--- src/rtl/seed_csr_pkg.sv ---
`timescale 1ns/1ps
package seed_csr_pkg;

    localparam logic [11:0] SEED_ADDR = 12'h015;
    localparam int          ENT_W     = 16;
    localparam int          RD_W      = 32;
    localparam int          USEED_BIT = 8;
    localparam int          SSEED_BIT = 9;

    typedef enum logic [1:0] {
        ST_BIST = 2'b00,
        ST_WAIT = 2'b01,
        ST_ES16 = 2'b10,
        ST_DEAD = 2'b11
    } seed_status_e;

    typedef enum logic [1:0] {
        PRIV_U    = 2'b00,
        PRIV_S    = 2'b01,
        PRIV_RSVD = 2'b10,
        PRIV_M    = 2'b11
    } priv_e;

    typedef enum logic [1:0] {
        VERD_OK      = 2'b00,
        VERD_ILLEGAL = 2'b01,
        VERD_VIRT    = 2'b10
    } verdict_e;

    typedef struct packed {
        seed_status_e      status;
        logic [ENT_W-1:0]  sample;
    } seed_word_t;

    function automatic logic [RD_W-1:0] pack_seed(input seed_word_t w);
        return {w.status, {(RD_W-2-ENT_W){1'b0}}, w.sample};
    endfunction

endpackage

--- src/rtl/seed_access_check.sv ---
`timescale 1ns/1ps
module seed_access_check
    import seed_csr_pkg::*;
(
    input  logic       ext_en,
    input  logic       rw_form,
    input  logic [1:0] priv,
    input  logic       virt,
    input  logic       useed,
    input  logic       sseed,
    output verdict_e   verdict
);

    always_comb begin
        verdict = VERD_ILLEGAL;
        if (!ext_en || !rw_form) begin
            verdict = VERD_ILLEGAL;
        end else if (virt && priv != PRIV_M) begin
            verdict = sseed ? VERD_VIRT : VERD_ILLEGAL;
        end else begin
            case (priv)
                PRIV_M:  verdict = VERD_OK;
                PRIV_S:  verdict = sseed ? VERD_OK : VERD_ILLEGAL;
                PRIV_U:  verdict = useed ? VERD_OK : VERD_ILLEGAL;
                default: verdict = VERD_ILLEGAL;
            endcase
        end
    end


    always_comb begin
        if (!rw_form) rd_only_traps_chk: assert (verdict == VERD_ILLEGAL);
    end

endmodule

--- src/rtl/seed_entropy_buf.sv ---
`timescale 1ns/1ps
module seed_entropy_buf
    import seed_csr_pkg::*;
#(
    parameter int BIST_CYCLES = 8
)(
    input  logic              clk,
    input  logic              rst,
    input  logic              grant,
    input  logic              es_valid,
    input  logic [ENT_W-1:0]  es_data,
    input  logic              es_fault,
    output logic              es_ready,
    output seed_word_t        word
);

    localparam int CNT_W = (BIST_CYCLES < 2) ? 1 : $clog2(BIST_CYCLES + 1);

    logic [CNT_W-1:0] bist_cnt;
    logic             full_q;
    logic             dead_q;
    logic [ENT_W-1:0] data_q;
    logic             take;
    logic             load;

    always_comb begin
        if (dead_q)              word.status = ST_DEAD;
        else if (bist_cnt != '0) word.status = ST_BIST;
        else if (full_q)         word.status = ST_ES16;
        else                     word.status = ST_WAIT;
        word.sample = (word.status == ST_ES16) ? data_q : '0;
    end

    assign es_ready = !full_q;
    assign take     = grant && (word.status == ST_ES16);
    assign load     = es_valid && !full_q;

    always_ff @(posedge clk) begin
        if (rst) begin
            bist_cnt <= CNT_W'(BIST_CYCLES);
            full_q   <= 1'b0;
            dead_q   <= 1'b0;
            data_q   <= '0;
        end else begin
            if (bist_cnt != '0) bist_cnt <= bist_cnt - 1'b1;
            if (es_fault)       dead_q   <= 1'b1;
            if (take) begin
                full_q <= 1'b0;
            end else if (load) begin
                full_q <= 1'b1;
                data_q <= es_data;
            end
        end
    end


    dead_sticky_chk: assert property (@(posedge clk) disable iff (rst)
        dead_q |=> dead_q);


    take_empties_chk: assert property (@(posedge clk) disable iff (rst)
        take |=> !full_q);


    capture_chk: assert property (@(posedge clk) disable iff (rst)
        (es_valid && es_ready) |=> (full_q && data_q == $past(es_data)));

endmodule

--- src/rtl/seed_csr_unit.sv ---
`timescale 1ns/1ps
module seed_csr_unit
    import seed_csr_pkg::*;
#(
    parameter int BIST_CYCLES = 8
)(
    input  logic        clk,
    input  logic        rst,
    input  logic        req_valid,
    input  logic [11:0] csr_addr,
    input  logic        acc_rw,
    input  logic [31:0] wr_data,
    input  logic [1:0]  priv,
    input  logic        virt,
    input  logic        ext_en,
    input  logic [15:0] sec_cfg,
    input  logic        es_valid,
    input  logic [15:0] es_data,
    input  logic        es_fault,
    output logic        es_ready,
    output logic        rsp_valid,
    output logic [31:0] rsp_rdata,
    output logic        rsp_illegal,
    output logic        rsp_virt_fault
);

    logic       sel;
    logic       grant;
    verdict_e   verdict;
    seed_word_t word;
    logic       unused_bits;

    assign unused_bits = ^{wr_data, sec_cfg[15:SSEED_BIT+1], sec_cfg[USEED_BIT-1:0]};
    assign sel   = req_valid && (csr_addr == SEED_ADDR);
    assign grant = sel && (verdict == VERD_OK);

    seed_access_check u_check (
        .ext_en  (ext_en),
        .rw_form (acc_rw),
        .priv    (priv),
        .virt    (virt),
        .useed   (sec_cfg[USEED_BIT]),
        .sseed   (sec_cfg[SSEED_BIT]),
        .verdict (verdict)
    );

    seed_entropy_buf #(.BIST_CYCLES(BIST_CYCLES)) u_buf (
        .clk      (clk),
        .rst      (rst),
        .grant    (grant),
        .es_valid (es_valid),
        .es_data  (es_data),
        .es_fault (es_fault),
        .es_ready (es_ready),
        .word     (word)
    );

    always_ff @(posedge clk) begin
        if (rst) begin
            rsp_valid      <= 1'b0;
            rsp_illegal    <= 1'b0;
            rsp_virt_fault <= 1'b0;
            rsp_rdata      <= '0;
        end else begin
            rsp_valid      <= sel;
            rsp_illegal    <= sel && (verdict == VERD_ILLEGAL);
            rsp_virt_fault <= sel && (verdict == VERD_VIRT);
            rsp_rdata      <= grant ? pack_seed(word) : '0;
        end
    end


    excl_trap_chk: assert property (@(posedge clk) disable iff (rst)
        !(rsp_illegal && rsp_virt_fault));


    trap_zero_chk: assert property (@(posedge clk) disable iff (rst)
        (rsp_illegal || rsp_virt_fault) |-> (rsp_rdata == '0));


    rsvd_zero_chk: assert property (@(posedge clk) disable iff (rst)
        rsp_valid |-> (rsp_rdata[29:16] == '0));


    dead_no_data_chk: assert property (@(posedge clk) disable iff (rst)
        (rsp_valid && rsp_rdata[31:30] == 2'b11) |-> (rsp_rdata[15:0] == '0));


    no_stray_rsp_chk: assert property (@(posedge clk) disable iff (rst)
        !(req_valid && csr_addr == SEED_ADDR) |=> !rsp_valid);

endmodule

--- config.mk ---
export PLATFORM = sky130hd
export DESIGN_NAME = seed_csr_unit
export DESIGN_NICKNAME = d
export VERILOG_FILES = /design/src/rtl/seed_csr_pkg.sv /design/src/rtl/seed_access_check.sv /design/src/rtl/seed_entropy_buf.sv /design/src/rtl/seed_csr_unit.sv
export SDC_FILE = /design/constraint.sdc
export NUM_CORES = 1
export LEC_CHECK = 0
export ABC_AREA = 1
export BUFFER_PORTS_ARGS = -buffer_cell sky130_fd_sc_hd__clkbuf_2
export CORE_ASPECT_RATIO = 0.6
export CORE_UTILIZATION = 41
export DETAILED_ROUTE_END_ITERATION = 8
export GPL_TIMING_DRIVEN = 0
export PLACE_DENSITY = 0.8
export SYNTH_ARGS = -nofsm -noshare
export SYNTH_HDL_FRONTEND = slang
export SYNTH_SLANG_ARGS = --single-unit
--- constraint.sdc ---
create_clock -name clk -period 1.62 [get_ports clk]
set_input_delay 0.081 -clock clk [delete_from_list [all_inputs] [get_ports clk]]
set_output_delay 0.081 -clock clk [all_outputs]
set_load 0.005 [all_outputs]
# Word-level counts from Yosys, hierarchy flattened

Index checks and enable logic that the tools add are counted.

Reductions and logical operators: 18
$add $sub $neg: 1
Eq/ne operators: 7
Bitwise logic cells: 3
Muxes and demuxes: 9

Operators with widths:

| cell                                                                   | number |
|---|---|
| 12-bit by 5-bit equality test with 1-bit output, second input constant | 1 |
| 2-bit two-way mux                                                      | 6 |
| 1-bit logical AND                                                      | 7 |
| 2-bit equality test, second input constant                             | 3 |
| 2-bit one-hot mux with 3 select lines                                  | 1 |
| 2-bit by 1-bit equality test with 1-bit output, second input constant  | 2 |
| 2-bit logical NOT                                                      | 2 |
| 4-bit nonzero test                                                     | 1 |
| 2-bit OR reduction                                                     | 2 |
| 4-bit by 1-bit subtractor with 4-bit output, second input constant     | 1 |
| 1-bit logical NOT                                                      | 3 |
| 1-bit inverter                                                         | 3 |
| 3-bit OR reduction                                                     | 1 |
| 1-bit two-way mux                                                      | 2 |
| 2-bit inequality test, second input constant                           | 1 |
| 2-bit AND reduction                                                    | 1 |
| 1-bit logical OR                                                       | 1 |

Bits of input ports: 86
Flip-flop bits (word level): 57

# Longest topological paths before layout

Gate-level depths: netlist (run 1).

Depth in word-level cells: 9
Depth in mapped cells: 8
Gate-level depth less buffers: 7

# By module

Synthesis (run 1) repeated with hierarchy kept, for this count alone.

Cell total of the unflattened synthesis: 241
Area, all modules: 1960.6 um^2

By module, submodules not included:

| module            | area each (um^2) | cells each | sequential area each (um^2) | instances |
|---|---|---|---|---|
| seed_entropy_buf  | 1066.0           | 128        | 440.4                       | 1 |
| seed_csr_unit     | 828.3            | 98         | 420.4                       | 1 |
| seed_access_check | 66.3             | 15         | 0.0                         | 1 |

# Least setup slack after synthesis (run 1)

OpenSTA, ideal clock, no wires.

Path type: flip-flop to flip-flop
Start point: reg u_buf.bist_cnt[0]
End point: reg rsp_rdata[0]
Path slack: 0.327 ns
Buffers on the path: 1
Stages on the path, launching flop included: 8
Data arrival time: 1.232 ns
Cells stage by stage: dfxtp_1 -> inv_1 -> ha_1 -> nand4_1 -> nor2_2 -> nand4_4 -> buf_12 -> nor2_4

Word-level cells in the longest chain between the ends: 6

Ends and longest elaborated chain:

| element                      | line                   | source |
|---|---|---|
| start: declaration           | seed_entropy_buf.sv:19 | `logic [CNT_W-1:0] bist_cnt;` |
| start signal: assignment     | seed_entropy_buf.sv:40 | `bist_cnt <= CNT_W'(BIST_CYCLES);` |
| start signal: assignment     | seed_entropy_buf.sv:45 | `if (bist_cnt != '0) bist_cnt <= bist_cnt - 1'b1;` |
| 4-bit nonzero test           | seed_entropy_buf.sv:28 | `else if (bist_cnt != '0) word.status = ST_BIST;` |
| 2-bit two-way mux            | seed_entropy_buf.sv:28 |  |
| 2-bit two-way mux            | seed_entropy_buf.sv:27 | `if (dead_q) word.status = ST_DEAD;` |
| 2-bit equality test          | seed_entropy_buf.sv:31 | `word.sample = (word.status == ST_ES16) ? data_q : '0;` |
| 1-bit inverter (no line)     | n/a                    |  |
| 3-bit OR reduction (no line) | n/a                    |  |
| end signal: assignment       | seed_csr_unit.sv:68    | `rsp_rdata <= grant ? pack_seed(word) : '0;` |
| end: declaration             | seed_csr_unit.sv:22    | `output logic [31:0] rsp_rdata,` |

No other way between the ends.
A chain may end at the register's enable or synchronous reset.

# Worst setup path after layout (run 1)

Start point: reg u_buf.bist_cnt[0]
End point: reg rsp_rdata[1]

The elaborated chain is that of the path after synthesis.

==> impl_metrics.ini, run 1 <==
[yosys]
synth_area_leaders = dfxtp_1, inv_1, nor2_4, buf_4, o21ai_0
synth_top_area_share = 0.491
synth_cell_type_count = 25
ys_seq_area_frac = 0.491
syn_inst = 206
postSynthAreaPerCell_sq_um = 8.52
ys_warn_count = 0
synth_area_sq_um = 1750
yosysTopAreaCell = dfxtp_1
synth-seq-cells = 43

[setup_path]
path_class = reg -> reg
critPathCaptureType = flip-flop
critPathRequiredTime_ns = 1.85
cp_max_fo = 10
reg2reg_depth = 7
arrival_ns = 1.68
start_kind = flip-flop

[die]
die_area_sq_um = 4550
ios = 122
die_h_um = 52.7
coreArea_sq_um = 3870
num_rows = 17
die_w_um = 86.4
start_util = 0.453

[timing]
post-route-period-util = 0.895
fmax_mhz = 689
fin_skew_ns = 0.00627
setup-tns-final_ns = 0
slew_violations = 0
rsz0062_at_grt = no
hold_violations = 0
min_period_ns = 1.45
finalSetupViolations = 0

[place]
gp_congestion = 0.737
placed_area_sq_um = 2180
post-dp-hpwl_um = 2580
io_buffer_count = 61

[finish]
nets = 377
syn_to_final_growth_pct = 30.2
nFillCells = 370
post-route-cell-area_sq_um = 2280
diodes = 0
final_cell_mix = clkbuf_2, dfxtp_1, inv_1, o21ai_0, a21oi_1
final_common_cell = clkbuf_2
drive_gt1_frac = 0.355

[route]
wl_per_cell_um = 9.38
drcViolationCount = 0
vias = 1445
drt_iter0_markers = 51
postRouteAntennaNets = 0
viasPerCell = 4.16
wirelength_um = 3260
drtPass1Iterations = 4

[pwr]
p_leak_nw = 1.16
power.density_nw_per_um2 = 948
irDropWorstVdd_uv = 375

[grt]
antenna_found_initial = 0
grt_pass1_wl_um = 5500
grt_overflow_total = 0
grt_pass1_vias = 1346
grt_usage = 0.158
grt_max_degree = 14

[clocking]
cts_tree = done
cts_buffer_depth = 2
cts-htree-levels = 2
cts.sinks = 43
cts_root_buf = clkbuf_8
numCtsBuffers = 5
clk_pin_slew_ns = 0.08
clk_latency_ns = 0.28
cts_setup_buffers = 0

[min_path]
hold_depth = 3
hp-class = in -> reg

[outcome]
run_status = finished clean

[flow_run]
cap_violations = 0
==> critical path: stages (launching register included) <==
cell     delay (ns)
dfxtp_1        0.33
inv_1          0.09
ha_1           0.17
nand4_1        0.14
nor2_2         0.18
nand4_4        0.19
buf_12         0.21
nor2_4         0.07
==> power by group <==
| part | switching [mW] | internal (mW) | leakage, nW |
|---|---|---|---|
| registers | 0.0342 | 1.13 | 0.352 |
| logic | 0.206 | 0.158 | 0.763 |
| clock network | 0.337 | 0.301 | 0.0412 |
| total | 0.577 | 1.59 | 1.16 |
==> logic make-up after synthesis <==
logic type,synth area share
xor gates and xnor gates,0.00499
AOI/OAI and AO/OA,0.125
and+or+nand+nor,0.190
buffers and inverters,0.173
adders and majority gates,0.0143
DFF,0.491
other,0.00214
==> registers in the layout, indices dropped and copies added (netlist names) <==
signal	cells
u_buf.full_q	1
rsp_illegal	1
rsp_virt_fault	1
u_buf.bist_cnt	4
u_buf.dead_q	1
rsp_rdata	18
rsp_valid	1
u_buf.data_q	16
==> synth_stat cells <==
cell and number:
a21oi_1 19, nor2_2 1, nand2_1 14, nand3_1 4, nor3_1 2, conb_1 1, o21a_1 1, xor2_1 1
buf_4 14, buf_2 1, o211a_1 1, nor2_4 12, clkbuf_1 2, nor2_1 17, buf_1 2, inv_1 40
nand2_2 3, buf_12 1, nand4_1 1, dfxtp_1 43, inv_2 2, a31oi_1 1, ha_1 2, nand4_4 1
o21ai_0 20
==> cell type report <==
cell class,count,area [sq um],area share
Clock inverter,2,12.5,0.00548
Multi-Input combinational cell,114,639,0.280
Inverter,42,158,0.0690
Sequential cell,43,861,0.377
Timing Repair Buffer,63,325,0.142
Clock buffer,6,72.6,0.0318
Tap cell,57,71.3,0.0312
Buffer,20,145,0.0635
==> per-stage QoR <==
stage	worst slack [ns]	utilization	std cells	hold slack, ns	power, mW
CTS	0.162	0.590	347	0.0669	2.19
global route	0.0395	0.590	347	0.0822	2.30
detailed placement	0.181	0.563	337	0.281	1.55
global placement	0.208	0.563	337	0.281	1.53
floorplan	0.327	-	219	0.153	1.45
finish	0.169	0.590	347	0.0662	2.17
==> final timing paths <==
path	startpoint	to	slack (ns)
max	u_buf.bist_cnt[0]$_SDFFE_PP0P_	rsp_rdata[1]$_SDFF_PP0_	0.17
min	es_data[14]	u_buf.data_q[14]$_SDFFE_PP0P_	0.07
max reg2reg	u_buf.bist_cnt[0]$_SDFFE_PP0P_	rsp_rdata[1]$_SDFF_PP0_	0.17
min reg2reg	u_buf.data_q[6]$_SDFFE_PP0P_	rsp_rdata[6]$_SDFF_PP0_	0.44
==> what timing repair did <==
item	CTS	global route
hold buffers	2	0
gates resized for setup	0	0
endpoints found under the hold margin	1	0
==> routing by layer <==
layer	up-vias	global-route usage	share of wire
met3	2	0.0567	0.067
met5	-	0	0
met2	35	0.291	0.48
met4	0	0.0333	0.0031
li1	764	-	-
met1	644	0.178	0.45
No activity file was read; power rests on OpenSTA's default activity.
==> inputs of run 2 (changes only) <==
--- a/config.mk
+++ b/config.mk
@@ -5,13 +5,12 @@
 export SDC_FILE = /design/constraint.sdc
 export NUM_CORES = 1
 export LEC_CHECK = 0
-export ABC_AREA = 1
 export BUFFER_PORTS_ARGS = -buffer_cell sky130_fd_sc_hd__clkbuf_2
 export CORE_ASPECT_RATIO = 0.6
-export CORE_UTILIZATION = 41
+export CORE_UTILIZATION = 39
 export DETAILED_ROUTE_END_ITERATION = 8
 export GPL_TIMING_DRIVEN = 0
-export PLACE_DENSITY = 0.8
+export PLACE_DENSITY = 0.79
 export SYNTH_ARGS = -nofsm -noshare
 export SYNTH_HDL_FRONTEND = slang
 export SYNTH_SLANG_ARGS = --single-unit
==> run 2 against run 1 <==
  * The flow now finishes with violations (DRC, setup timing)
  * Flip-flop and latch count stayed put
  * Final area is 1.8% higher
  * Non-clock buffer count is 17 higher
  * Count of clock-buffer cells in the layout stayed put
  * Highest routed layer unchanged
==> impl_metrics.ini, run 2 <==
[outcome]
run_status = complete, but fails checks
violations = DRC, setup timing

[grt]
antenna_found_initial = 0
grt_pass1_vias = 1300
grt_max_degree = 14
grt_overflow_total = 0
grt_usage = 0.171
grt_pass1_wl_um = 5530

[pwr]
p_int_mw = 1.71
p_sw_mw = 0.616
p_leak_nw = 1.10
p_comb_frac = 0.209
irDropWorstVdd_uv = 366
power.share.clock = 0.283
p_sw_frac = 0.265
seqPwrFrac = 0.507
power.density_nw_per_um2 = 1000

[yosys]
synth_cell_type_count = 31
synth-seq-cells = 43
ys_seq_area_frac = 0.535
synth.area.mux_share = 0
synth_top_family_by_area = simple AND/OR/NAND/NOR gates
synth_top_area_share = 0.535
syn_inst = 175
synth_edf_count = 0
synthXorXnorAreaFrac = 0.0109
synth_compound_area_frac = 0.103
synth-simple-area-share = 0.240
synth_flop_cell = dfxtp_1
async_reset_ff_frac = 0
synth_most_common_cell = dfxtp_1
synth_common_cells = dfxtp_1, nand2_1, a21oi_1
synth-adder-area-share = 0.0155
synth_area_leaders = dfxtp_1, nand2_1, buf_4, and2_1, a21oi_1
postSynthAreaPerCell_sq_um = 9.20
yosysTopAreaCell = dfxtp_1
ys_warn_count = 0
synth_area_sq_um = 1610

[setup_path]
start_kind = flip-flop
arrival_ns = 2.32
crit_family = simple AND/OR/NAND/NOR gates
r2r_slack_ns = -0.46
cp_max_fo = 6
crit_buf_inv = 2
path_class = reg -> reg
critPathRequiredTime_ns = 1.87
slowest_stage = or4_4
critPathCaptureType = flip-flop
crit_chain = inv_2 -> ha_4 -> or3b_4 -> or4_4 -> a211oi_4 -> buf_6 -> and2_4
max_stage_delay_ns = 0.51

[timing]
tightest_slew_ns = 0.511
finalSetupViolations = 17
slew_headroom = 0.659
post-route-period-util = 1.28
hold_violations = 0
slew_violations = 0
fin_skew_ns = 0.00480
min_period_ns = 2.08
setup_slack_ns = -0.457
fmax_mhz = 482
rsz0062_at_grt = yes

[flow_run]
cap_violations = 0

[die]
die_area_sq_um = 4400
ios = 122
num_rows = 17
die_h_um = 51.8
die_w_um = 85.0
start_util = 0.423
coreArea_sq_um = 3810

[clocking]
clk_latency_ns = 0.30
cts.sinks = 43
cts-htree-levels = 2
cts_root_buf = clkbuf_8
numCtsBuffers = 5
cts_tree = done
cts_buffer_depth = 2
clk_pin_slew_ns = 0.08

[finish]
post-route-cell-area_sq_um = 2320
largest_reg_flops = 18
diodes = 0
final_cells = 323
final_cell_mix = clkbuf_2, dfxtp_1, nand2_1, buf_4, a21oi_1
top_regs = rsp_rdata (18), u_buf.data_q (16), u_buf.bist_cnt (4)
top_register = rsp_rdata
nets = 363
final_common_cell = clkbuf_2
drive_gt1_frac = 0.391
nFillCells = 340
syn_to_final_growth_pct = 44.4

[route]
postRouteAntennaNets = 0
wl_per_cell_um = 10.7
drtPass1Iterations = 6
vias = 1422
drt_iter0_markers = 28
drcViolationCount = 5
viasPerCell = 4.40
wirelength_um = 3440

[place]
gp_congestion = 0.717
io_buffer_count = 61
post-dp-hpwl_um = 2570
placed_area_sq_um = 2040
placed_cells = 296

[min_path]
hp-class = in -> reg
==> run 2: cell count changes after synthesis, moves of 4 or more <==
cell     change
inv_1       -37
nand2_1     +21
o21ai_0     -19
and2_1      +16
nor2_4      -12
nor2_1      -11
nor2b_1      +5
nand3_1      -4
==> run 2: worst min-delay path: stages <==
cell and delay [ns]:
clkbuf_2 0.08, nand2_1 0.05, a21oi_1 0.05
==> run 2: cell type report <==
class	instances	area, sq um	area share
Multi-Input combinational cell	121	688	0.296
Tap cell	47	58.8	0.0253
Timing Repair Buffer	80	479	0.206
Inverter	4	15.0	0.00646
Clock inverter	2	12.5	0.00538
Buffer	20	136	0.0587
Sequential cell	43	862	0.371
Clock buffer	6	72.6	0.0312
==> run 2: cells by family (layout without fill, tap and decap cells) <==
group / count (synthesis) / in the layout
XOR/XNOR: 2 / 2
adder cells (fa/ha/maj): 2 / 2
AND/OR/NAND/NOR: 76 / 76
other: 1 / 14
flip-flops: 43 / 43
AO/OA/AOI/OAI: 27 / 27
buffers and inverters: 24 / 112
==> run 2: metrics by stage <==
| stage | util | setup TNS [ns] | power [mW] | setup WS (ns) | hold slack [ns] |
|---|---|---|---|---|---|
| 2_1_floorplan | - | -4.50 | 1.46 | -0.309 | 0.158 |
| 3_3_place_gp | 0.535 | -7.92 | 1.56 | -0.545 | 0.287 |
| 3_5_place_dp | 0.535 | -7.44 | 1.58 | -0.511 | 0.297 |
| 4_1_cts | 0.605 | -7.59 | 2.33 | -0.493 | 0.000448 |
| 5_1_grt | 0.611 | -8.12 | 2.44 | -0.525 | 0.0115 |
| 6_report | 0.611 | -7.02 | 2.33 | -0.457 | 0.00446 |
==> run 2: per-layer routing <==
metal | part of all wire | vias up | wire length [um] | global-route usage
met5 | 0 | - | 0 | 0
met1 | 0.48 | 629 | 1640 | 0.198
met3 | 0.055 | 6 | 188 | 0.0571
li1 | - | 746 | - | -
met4 | 0.015 | 0 | 53 | 0.0904
met2 | 0.45 | 41 | 1550 | 0.286
==> run 2: path summary, 6_finish.rpt <==
kind,startpoint,depth (start not counted),end
max,u_buf.bist_cnt[1]$_SDFFE_PP0P_,7,rsp_rdata[12]$_SDFF_PP0_
min,es_data[12],3,u_buf.data_q[12]$_SDFFE_PP0P_
max reg2reg,u_buf.bist_cnt[1]$_SDFFE_PP0P_,7,rsp_rdata[12]$_SDFF_PP0_
min reg2reg,u_buf.data_q[4]$_SDFFE_PP0P_,2,u_buf.data_q[4]$_SDFFE_PP0P_
==> run 2: power by group through the flow <==
stage	Clock (mW)	Combinational, mW	Sequential, mW
floorplan	0	0.276	1.19
global placement	0	0.367	1.20
detailed placement	0	0.379	1.20
CTS	0.673	0.481	1.17
global route	0.717	0.537	1.19
finish	0.658	0.487	1.18
==> run 2: repair_timing <==
| item | 4_1_cts | 5_1_grt |
|---|---|---|
| pin swaps | 3 | 8 |
| hold buffers | 11 | 0 |
| resized for setup | 5 | 8 |
| cloned | 1 | 0 |
| setup endpoints to repair | 17 | 20 |
| buffers inserted | 7 | 0 |
| endpoints found under the hold margin | 11 | 0 |
==> inputs of run 3 (changes only) <==
--- a/config.mk
+++ b/config.mk
@@ -8,6 +8,7 @@
 export BUFFER_PORTS_ARGS = -buffer_cell sky130_fd_sc_hd__clkbuf_2
 export CORE_ASPECT_RATIO = 0.6
 export CORE_UTILIZATION = 39
+export CTS_CLUSTER_SIZE = 28
 export DETAILED_ROUTE_END_ITERATION = 8
 export GPL_TIMING_DRIVEN = 0
 export PLACE_DENSITY = 0.79
==> constraint.sdc (replaced) <==
create_clock -name clk -period 1.62 [get_ports clk]
set_input_delay 0.324 -clock clk [delete_from_list [all_inputs] [get_ports clk]]
set_output_delay 0.324 -clock clk [all_outputs]
set_load 0.01 [all_outputs]
==> run 3 against run 2 <==
  * The run still ends with DRC, setup timing left
  * Critical path depth did not move
  * Register-to-register slack improved by 0.08 ns
  * Critical endpoint is now rsp_rdata[7]$_SDFF_PP0_
  * Largest cell class unchanged
  * Global-route usage increased by 0.37 points
==> impl_metrics.ini, run 3 (synthesis gave the netlist of run 2 again) <==
[grt]
grt_max_degree = 15
grt_pass1_vias = 1265
grt_overflow_total = 0
grt_pass1_wl_um = 5590
grt_usage = 0.174
antenna_found_initial = 0

[finish]
drive_gt1_frac = 0.404
top_register = rsp_rdata
diodes = 0
final_cell_mix = clkbuf_2, dfxtp_1, nand2_1, buf_4, a21oi_1
nFillCells = 341
nets = 354
final_common_cell = clkbuf_2
largest_reg_flops = 18
top_regs = rsp_rdata (18), u_buf.data_q (16), u_buf.bist_cnt (4)
syn_to_final_growth_pct = 39.2

[route]
wl_met2_um = 1610
drtPass1Iterations = 9
vias = 1369
wl_met1_um = 1660
wirelength_um = 3510
top_layer = met4
wl_per_cell_um = 11.2
viasPerCell = 4.36
postRouteAntennaNets = 0
drt_iter0_markers = 29
met3RoutedLength_um = 190
drcViolationCount = 5

[die]
die_h_um = 51.8
coreArea_sq_um = 3810
num_rows = 17
die_area_sq_um = 4400
start_util = 0.423
die_w_um = 85.0
ios = 122

[timing]
tightest_slew_ns = 0.548
min_period_ns = 2.00
finalSetupViolations = 17
fmax_mhz = 500
post-route-period-util = 1.23
rsz0062_at_grt = yes
hold_violations = 0
slew_headroom = 0.634
fin_skew_ns = 0.00502
setup_slack_ns = -0.380
setup-tns-final_ns = -5.80
slew_violations = 0

[setup_path]
cp_max_fo = 5
critPathCaptureType = flip-flop
start_kind = flip-flop
path_class = reg -> reg
arrival_ns = 2.24
critPathRequiredTime_ns = 1.86
reg2reg_depth = 7

[clocking]
numCtsBuffers = 5
cts-htree-levels = 2
cts.sinks = 43
clk_pin_slew_ns = 0.08
cts_tree = done
clk_latency_ns = 0.30
cts_root_buf = clkbuf_8
cts_buffer_depth = 2
cts_hold_buffers = 0

[pwr]
p_leak_nw = 1.07
irDropWorstVdd_uv = 425
p_total_mw = 2.52
power.density_nw_per_um2 = 1120

[min_path]
hp-class = in -> reg
hold_depth = 3

[place]
gp_congestion = 0.712
io_buffer_count = 61
post-dp-hpwl_um = 2600

[outcome]
violations = DRC, setup timing
run_status = complete, but fails checks

[flow_run]
cap_violations = 0
## run 3: cell types whose count changed in the layout (fill, tap and decap cells not counted), moves of 2 or more
cell,change
and2_1,+4
and2_4,-4
dlygate4sd3_1,-11
buf_4,+2
## run 3: power breakdown
group          leakage (nW)  switching (mW)  internal (mW)
logic                 0.662           0.218          0.289
registers             0.351          0.0564           1.13
clock network        0.0581           0.368          0.459
## run 3: area by class of cell
class | instances | area (sq um) | area share
Buffer | 20 | 136 | 0.0608
Clock buffer | 5 | 68.8 | 0.0307
Clock inverter | 3 | 43.8 | 0.0195
Inverter | 4 | 15.0 | 0.00670
Multi-Input combinational cell | 121 | 678 | 0.302
Sequential cell | 43 | 863 | 0.385
Tap cell | 47 | 58.8 | 0.0262
Timing Repair Buffer | 71 | 378 | 0.169
## run 3: worst max-delay path, cell delays in order (launching register included)
cell and delay [ns]:
dfxtp_2 0.33, inv_2 0.07, ha_4 0.13, or3b_4 0.37, or4_4 0.45, a211oi_4 0.27
buf_4 0.19, and2_1 0.13
## run 3: timing repair
action / 4_1_cts / 5_1_grt
setup buffers: 7 / 2
gates cloned: 1 / 0
setup endpoints to repair: 17 / 19
resized for setup: 1 / 6
pin swaps: 2 / 1
## run 3: worst paths after layout
kind	slack, ns	end	start
min	0.23	u_buf.dead_q$_SDFFE_PP0P_	es_fault
max	-0.38	rsp_rdata[7]$_SDFF_PP0_	u_buf.bist_cnt[1]$_SDFFE_PP0P_
max reg2reg	-0.38	rsp_rdata[7]$_SDFF_PP0_	u_buf.bist_cnt[1]$_SDFFE_PP0P_
min reg2reg	0.45	u_buf.data_q[9]$_SDFFE_PP0P_	u_buf.data_q[9]$_SDFFE_PP0P_
## run 3: stage by stage
| stage | utilization | setup slack [ns] | instances | hold slack (ns) | cell area (sq um) |
|---|---|---|---|---|---|
| floorplan | - | -0.228 | 188 | 0.401 | 1680 |
| global placement | 0.536 | -0.450 | 296 | 0.438 | 2040 |
| detailed placement | 0.536 | -0.460 | 296 | 0.443 | 2040 |
| CTS | 0.582 | -0.414 | 312 | 0.228 | 2210 |
| global route | 0.589 | -0.443 | 314 | 0.229 | 2240 |
| finish | 0.589 | -0.380 | 314 | 0.232 | 2240 |
## run 3: routing by layer
layer	vias up	track usage
met1	596	0.209
met5	-	0
met3	6	0.0619
li1	730	-
met4	0	0.0876
met2	37	0.282
